===== config.mk =====
export PLATFORM = sky130hd
export DESIGN_NAME = msi_vec_alloc
export DESIGN_NICKNAME = d
export VERILOG_FILES = /design/src/rtl/msi_alloc_pkg.sv /design/src/rtl/msi_entry_table.sv /design/src/rtl/msi_irq_pool.sv /design/src/rtl/msi_vec_alloc.sv
export SDC_FILE = /design/constraint.sdc
export NUM_CORES = 1
export LEC_CHECK = 0
export CORE_UTILIZATION = 57
export CTS_CLUSTER_SIZE = 30
export DETAILED_ROUTE_END_ITERATION = 8
export DONT_BUFFER_PORTS = 1
export PLACE_DENSITY = 0.72
export SLEW_MARGIN = 20
export SYNTH_ARGS = -nofsm -noshare
export SYNTH_HDL_FRONTEND = slang
export SYNTH_SLANG_ARGS = --single-unit

===== constraint.sdc =====
create_clock -name clk -period 4.3 [get_ports clk]
set_clock_uncertainty 0.2 [all_clocks]
set_input_delay 0.86 -clock clk [delete_from_list [all_inputs] [get_ports clk]]
set_output_delay 0.86 -clock clk [all_outputs]
set_load 0.02 [all_outputs]

===== src/rtl/msi_alloc_pkg.sv =====
package msi_alloc_pkg;

    typedef enum logic [1:0] {
        ST_IDLE,
        ST_SCAN,
        ST_FINISH,
        ST_RESP
    } alloc_state_t;

    localparam logic [3:0] STS_OK        = 4'h0;
    localparam logic [3:0] STS_HW_ERR    = 4'hF;
    localparam logic [3:0] STS_PARAM_ERR = 4'hD;

    localparam logic [3:0] FN_CHANGE = 4'd1;
    localparam logic [3:0] FN_MSI    = 4'd3;
    localparam logic [3:0] FN_MSIX   = 4'd4;

    localparam logic [1:0] TYPE_MSI  = 2'd1;
    localparam logic [1:0] TYPE_MSIX = 2'd2;

    function automatic logic func_known(input logic [3:0] f);
        return (f == FN_CHANGE) || (f == FN_MSI) || (f == FN_MSIX);
    endfunction

endpackage


===== src/rtl/msi_entry_table.sv =====
module msi_entry_table #(
    parameter int DEPTH = 8,
    parameter int IDX_W = 3,
    parameter int CFG_W = 16,
    parameter int CNT_W = 6,
    parameter int IRQ_W = 12
) (
    input  logic             clk,
    input  logic             rst_n,
    input  logic [IDX_W-1:0] rd_idx,
    output logic [CFG_W-1:0] rd_cfg,
    output logic [CNT_W-1:0] rd_cnt,
    output logic [IRQ_W-1:0] rd_base,
    input  logic             wr_en,
    input  logic [IDX_W-1:0] wr_idx,
    input  logic [CFG_W-1:0] wr_cfg,
    input  logic [CNT_W-1:0] wr_cnt,
    input  logic [IRQ_W-1:0] wr_base
);
    logic [CFG_W-1:0] cfg_a  [DEPTH];
    logic [CNT_W-1:0] cnt_a  [DEPTH];
    logic [IRQ_W-1:0] base_a [DEPTH];

    for (genvar e = 0; e < DEPTH; e++) begin : g_entry
        always_ff @(posedge clk) begin
            if (!rst_n) begin
                cfg_a[e]  <= '0;
                cnt_a[e]  <= '0;
                base_a[e] <= '0;
            end else if (wr_en && (wr_idx == IDX_W'(e))) begin
                cfg_a[e]  <= wr_cfg;
                cnt_a[e]  <= wr_cnt;
                base_a[e] <= wr_base;
            end
        end
    end

    assign rd_cfg  = cfg_a[rd_idx];
    assign rd_cnt  = cnt_a[rd_idx];
    assign rd_base = base_a[rd_idx];

endmodule


===== src/rtl/msi_irq_pool.sv =====
module msi_irq_pool #(
    parameter int IRQ_W     = 12,
    parameter int CNT_W     = 6,
    parameter int IRQ_FIRST = 256,
    parameter int POOL_SIZE = 64
) (
    input  logic             clk,
    input  logic             rst_n,
    input  logic [CNT_W-1:0] ask_n,
    input  logic             take,
    output logic             fits,
    output logic [IRQ_W-1:0] next_base
);
    localparam int UW = $clog2(POOL_SIZE + 1);
    localparam int SW = UW + CNT_W;

    logic [UW-1:0] used_q;
    logic [SW-1:0] sum;

    assign sum       = SW'(used_q) + SW'(ask_n);
    assign fits      = (sum <= SW'(POOL_SIZE));
    assign next_base = IRQ_W'(IRQ_FIRST) + IRQ_W'(used_q);

    always_ff @(posedge clk) begin
        if (!rst_n) begin
            used_q <= '0;
        end else if (take && fits) begin
            used_q <= UW'(sum);
        end
    end

endmodule


===== src/rtl/msi_vec_alloc.sv =====
module msi_vec_alloc
    import msi_alloc_pkg::*;
#(
    parameter int              DEPTH     = 8,
    parameter int              CFG_W     = 16,
    parameter int              CNT_W     = 6,
    parameter int              SEQ_W     = 8,
    parameter int              IRQ_W     = 12,
    parameter int              IRQ_FIRST = 256,
    parameter int              POOL_SIZE = 64,
    parameter int              ADDR_W    = 32,
    parameter logic [ADDR_W-1:0] WIN_BASE = 32'h4000_0000
) (
    input  logic              clk,
    input  logic              rst_n,
    input  logic              req_valid,
    output logic              req_ready,
    input  logic              req_query,
    input  logic [3:0]        req_func,
    input  logic [CFG_W-1:0]  req_cfg,
    input  logic [CNT_W-1:0]  req_count,
    input  logic [SEQ_W-1:0]  req_seq,
    input  logic [CNT_W-1:0]  req_vec,
    output logic              rsp_valid,
    output logic [3:0]        rsp_status,
    output logic [CNT_W-1:0]  rsp_count,
    output logic [SEQ_W-1:0]  rsp_seq,
    output logic [1:0]        rsp_type,
    output logic [ADDR_W-1:0] rsp_msg_addr,
    output logic [IRQ_W-1:0]  rsp_irq,
    output logic              rsp_edge
);
    localparam int               IDX_W    = (DEPTH > 1) ? $clog2(DEPTH) : 1;
    localparam logic [IDX_W-1:0] LAST_IDX = IDX_W'(DEPTH - 1);

    alloc_state_t state_q, state_d;

    logic             query_q, bad_func_q, hit_q, empty_q;
    logic [3:0]       func_q;
    logic [CFG_W-1:0] cfg_q;
    logic [CNT_W-1:0] count_q, vec_q;
    logic [SEQ_W-1:0] seq_q;
    logic [IDX_W-1:0] scan_idx;

    logic [CFG_W-1:0] ent_cfg;
    logic [CNT_W-1:0] ent_cnt;
    logic [IRQ_W-1:0] ent_base;
    logic             pool_fits;
    logic [IRQ_W-1:0] pool_base;

    logic              accept;
    logic              fin_alloc, fin_write;
    logic [3:0]        fin_status;
    logic [CNT_W-1:0]  fin_count;
    logic [SEQ_W-1:0]  fin_seq;
    logic [1:0]        fin_type;
    logic [ADDR_W-1:0] fin_addr;
    logic [IRQ_W-1:0]  fin_irq;
    logic              fin_edge;

    assign accept    = req_valid && req_ready;
    assign req_ready = (state_q == ST_IDLE);
    assign rsp_valid = (state_q == ST_RESP);

    msi_entry_table #(
        .DEPTH(DEPTH), .IDX_W(IDX_W), .CFG_W(CFG_W),
        .CNT_W(CNT_W), .IRQ_W(IRQ_W)
    ) table_i (
        .clk    (clk),
        .rst_n  (rst_n),
        .rd_idx (scan_idx),
        .rd_cfg (ent_cfg),
        .rd_cnt (ent_cnt),
        .rd_base(ent_base),
        .wr_en  (fin_write),
        .wr_idx (scan_idx),
        .wr_cfg (cfg_q),
        .wr_cnt (count_q),
        .wr_base(pool_base)
    );

    msi_irq_pool #(
        .IRQ_W(IRQ_W), .CNT_W(CNT_W),
        .IRQ_FIRST(IRQ_FIRST), .POOL_SIZE(POOL_SIZE)
    ) pool_i (
        .clk      (clk),
        .rst_n    (rst_n),
        .ask_n    (count_q),
        .take     (fin_alloc),
        .fits     (pool_fits),
        .next_base(pool_base)
    );

    // State register
    always_ff @(posedge clk) begin
        if (!rst_n) state_q <= ST_IDLE;
        else        state_q <= state_d;
    end

    // Transitions
    always_comb begin
        state_d = state_q;
        unique case (state_q)
            ST_IDLE: begin
                if (accept) begin
                    if (!req_query && !func_known(req_func)) state_d = ST_FINISH;
                    else                                     state_d = ST_SCAN;
                end
            end
            ST_SCAN: begin
                if (ent_cnt == '0 || ent_cfg == cfg_q || scan_idx == LAST_IDX)
                    state_d = ST_FINISH;
            end
            ST_FINISH: state_d = ST_RESP;
            ST_RESP:   state_d = ST_IDLE;
            default:   state_d = ST_IDLE;
        endcase
    end

    // Request capture and scan walk
    always_ff @(posedge clk) begin
        if (!rst_n) begin
            query_q    <= 1'b0;
            bad_func_q <= 1'b0;
            func_q     <= '0;
            cfg_q      <= '0;
            count_q    <= '0;
            vec_q      <= '0;
            seq_q      <= '0;
            scan_idx   <= '0;
            hit_q      <= 1'b0;
            empty_q    <= 1'b0;
        end else begin
            unique case (state_q)
                ST_IDLE: begin
                    if (accept) begin
                        query_q    <= req_query;
                        bad_func_q <= !req_query && !func_known(req_func);
                        func_q     <= req_func;
                        cfg_q      <= req_cfg;
                        count_q    <= req_count;
                        vec_q      <= req_vec;
                        seq_q      <= req_seq;
                        scan_idx   <= '0;
                        hit_q      <= 1'b0;
                        empty_q    <= 1'b0;
                    end
                end
                ST_SCAN: begin
                    if (ent_cnt == '0)            empty_q  <= 1'b1;
                    else if (ent_cfg == cfg_q)    hit_q    <= 1'b1;
                    else if (scan_idx != LAST_IDX) scan_idx <= scan_idx + 1'b1;
                end
                default: ;
            endcase
        end
    end

    // Decision made in FINISH
    always_comb begin
        fin_alloc  = 1'b0;
        fin_write  = 1'b0;
        fin_status = STS_HW_ERR;
        fin_count  = '0;
        fin_seq    = '0;
        fin_type   = '0;
        fin_addr   = '0;
        fin_irq    = '0;
        fin_edge   = 1'b0;
        if (state_q == ST_FINISH) begin
            if (bad_func_q) begin
                fin_status = STS_PARAM_ERR;
            end else if (query_q) begin
                if (hit_q) begin
                    fin_status = STS_OK;
                    fin_irq    = ent_base + IRQ_W'(vec_q);
                    fin_edge   = 1'b1;
                end
            end else if (count_q == '0) begin
                if (hit_q) fin_status = STS_OK;
            end else if (hit_q || empty_q) begin
                if (empty_q) begin
                    fin_alloc = 1'b1;
                    fin_write = pool_fits;
                end
                if ((hit_q && ent_cnt == count_q) || (empty_q && pool_fits)) begin
                    fin_status = STS_OK;
                    fin_count  = count_q;
                    fin_seq    = seq_q + 1'b1;
                    fin_type   = (func_q == FN_MSIX) ? TYPE_MSIX : TYPE_MSI;
                    fin_addr   = WIN_BASE | (ADDR_W'(scan_idx) << 16);
                end
            end
        end
    end

    // Registered outputs
    always_ff @(posedge clk) begin
        if (!rst_n) begin
            rsp_status   <= STS_OK;
            rsp_count    <= '0;
            rsp_seq      <= '0;
            rsp_type     <= '0;
            rsp_msg_addr <= '0;
            rsp_irq      <= '0;
            rsp_edge     <= 1'b0;
        end else if (state_q == ST_FINISH) begin
            rsp_status   <= fin_status;
            rsp_count    <= fin_count;
            rsp_seq      <= fin_seq;
            rsp_type     <= fin_type;
            rsp_msg_addr <= fin_addr;
            rsp_irq      <= fin_irq;
            rsp_edge     <= fin_edge;
        end
    end

endmodule


==> reports/results.ini <==
[drt]
wire_per_inst_um = 21.3
vias_per_cell = 5.95
num_vias = 9844
drtAntennaViolNets = 0
drt-total-wl_um = 35200
drt_pass1_iterations = 5
drc_errors = 0
drtIter0Drc = 966

[final_layout]
fill_cells = 1969
antenna_cells = 0
area_growth_pct = 9.07
final_nets = 1362
final_cell_mix = edfxtp_1, nand2_1, nor2_1, dfxtp_1, a21oi_1
layout-drive-gt1-share_pct = 11.6
final_cell_area_sq_um = 16600
layout_commonest_cell = edfxtp_1
stdcell_count = 1654

[placement]
hpwlAfterDp_um = 20900
gp_congestion = 0.867
pre_cts_ws_ns = 0.379
port_buffers = 0
placed_cell_area_sq_um = 15400
placedCellCount = 1591

[synth]
async_flop_share_pct = 0
synth-edff-count = 239
syn_area_per_cell_sq_um = 11.6
synthCells = 1304
synthDistinctLibCells = 60
ys.warnings.count = 0
ys_seq_elements = 331
netlist_area_sq_um = 15200
synth-main-ff-cell = edfxtp_1
ys_seq_area_share_pct = 59.4

[sta]
fmax_mhz = 256
fin_crit_ns = 3.90
tightest_slew_ns = 1.10
maxSlewHeadroom_pct = 26.5
fin_crit_sh_pct = 90.8
rsz0062_at_grt = false
hold_violations = 0
setup-tns-final_ns = 0
slew_violations = 0
fin_ws_ns = 0.396
setup_viol = 0

[hold_path]
min_path_cells = 2
hold_end = func_q[3]
hold_start = func_q[3]
hold_class = reg -> reg

[worst_setup_path]
worstPathRequired_ns = 4.24
r2r_cells = 11
crit_path_start_kind = register
end_kind = register
r2r_start = count_q[1]
crit_arrival_ns = 3.85
reg2reg_to = table_i.cfg_a[4][12]
crit_type = reg -> reg
r2r_setup_slack_ns = 0.40
cp_max_fo = 29

[global_routing]
grt_pass1_wl_um = 53500
antenna_found_initial = 0
overflow = 0
grt_max_degree = 91
grt_pass1_vias = 9509
grt_usage_pct = 26.5

[clock_network]
ctsResizeCount = 0
cts-htree-levels = 2
clock-sinks = 331
cts_tree = done
cts-buffers-inserted = 35
holdBufCountCts = 0
root_buffer = clkbuf_16
cts_buffer_depth = 3
clkTransAtPathRegs_ns = 0.06
post_cts_buffers = 0
worstSkewPairLatency_ns = 0.51

[floorplan]
start_util_pct = 58.2
die-area_sq_um = 27300
die_w_um = 165
rows = 59
die_h_um = 165
io_pins = 111
core_region_area_sq_um = 26100

[power_and_ir_drop]
p_per_area_nw_per_um2 = 458
p_leak_nw = 5.64
peakVddDrop_v = 0.000711

[job]
max-cap-violations = 0

[outcome]
status = finished, final reports clean

[layer usage]
| layer | GRT usage, % | share of wire (%) |
|---|---|---|
| met1 | 36.5 | 40 |
| met2 | 42.4 | 48 |
| met3 | 5.14 | 9.3 |
| met4 | 8.72 | 2.7 |
| met5 | 0 | 0 |
[flip-flops by register name (all words and copies together), names as in the netlist, named ones only]
signal,cells
table_i.cfg_a,128
table_i.base_a,64
table_i.cnt_a,48
cfg_q,16
rsp_irq,9
rsp_seq,8
seq_q,8
pool_i.used_q,7
count_q,6
rsp_count,6
vec_q,6
func_q,4
rsp_msg_addr,4
scan_idx,3
rsp_status,2
rsp_type,2
state_q,2
bad_func_q,1
empty_q,1
hit_q,1
query_q,1
rsp_edge,1
[where the power goes]
part | switching [mW] | leakage (nW) | internal (mW) | total [mW]
clock | 1.18 | 0.541 | 1.73 | 2.92
combinational | 0.609 | 1.88 | 0.302 | 0.910
sequential | 0.173 | 3.22 | 3.58 | 3.75
[area by class of cell]
type	count	area (sq um)	area share (%)
well taps	335	419	2.53
repair buffers	33	348	2.10
flip-flops and latches	331	9020	54.5
multi-input cells	868	5560	33.6
clock inverters	8	63.8	0.385
clock buffers	55	1050	6.33
inverters	24	90.1	0.544
[kinds of logic (layout without fill, tap and decap cells)]
logic type | after synthesis | in the layout | synth area share [%]
AND/OR/NAND/NOR | 534 | 534 | 15.3
flip-flops | 331 | 331 | 59.4
AO/OA/AOI/OAI | 140 | 140 | 5.54
buffers and inverters | 135 | 120 | 4.87
multiplexers | 107 | 107 | 10.9
XOR/XNOR | 31 | 31 | 1.79
adder cells (fa/ha/maj) | 25 | 25 | 2.16
other | 1 | 31 | 0.0247
[metrics by stage]
stage / total power, mW / hold slack [ns] / util, %
finish: 7.58 / 0.263 / 63.5
global route: 7.83 / 0.278 / 63.5
CTS: 7.60 / 0.258 / 63.5
detailed placement: 4.72 / 0.250 / 59.3
global placement: 4.70 / 0.240 / 59.2
floorplan: 4.47 / 0.223 / -
[worst max-delay path, cell delays in order, from the launching register on]
cell and delay, ns:
dfxtp_1 0.58, ha_1 0.30, a21o_1 0.17, a21oi_1 0.23
xnor2_1 0.12, or4_1 0.42, o31a_1 0.28, nor3b_2 0.18
buf_4 0.30, nand3_1 0.19, nand2_1 0.12, buf_4 0.42
[Yosys cell counts, types with 5 or more instances]
cell type / n / area [sq um]
a21oi_1: 70 / 350
o21ai_0: 23 / 115
mux2i_1: 53 / 531
xor2_1: 7 / 61.3
and3_1: 8 / 50.1
buf_2: 12 / 60.1
inv_1: 24 / 90.1
buf_1: 5 / 18.8
a21o_1: 5 / 37.5
and2_1: 64 / 400
ha_1: 23 / 288
mux2_2: 7 / 78.8
xnor2_1: 24 / 210
nand2b_1: 6 / 37.5
clkbuf_1: 51 / 191
edfxtp_1: 239 / 7180
mux4_2: 45 / 1010
dfxtp_1: 92 / 1840
buf_6: 5 / 56.3
nor2b_1: 6 / 37.5
nor2_1: 207 / 777
a22oi_1: 8 / 60.1
nand2_1: 209 / 785
buf_4: 35 / 263
nand3_1: 13 / 65.1
[worst max-delay path by stage]
stage,startpoint,endpoint,slack [ns],cells after the start
2_1_floorplan,register,rsp_irq[6],0.34,17
3_3_place_gp,count_q[1],table_i.cfg_a[4][4],0.42,11
3_5_place_dp,count_q[1],table_i.cfg_a[4][7],0.38,11
4_1_cts,count_q[1],table_i.cfg_a[4][13],0.37,11
5_1_grt,count_q[1],table_i.base_a[4][2],0.16,11
6_report,count_q[1],table_i.cfg_a[4][12],0.40,11
(Power assumes the default switching activity.)
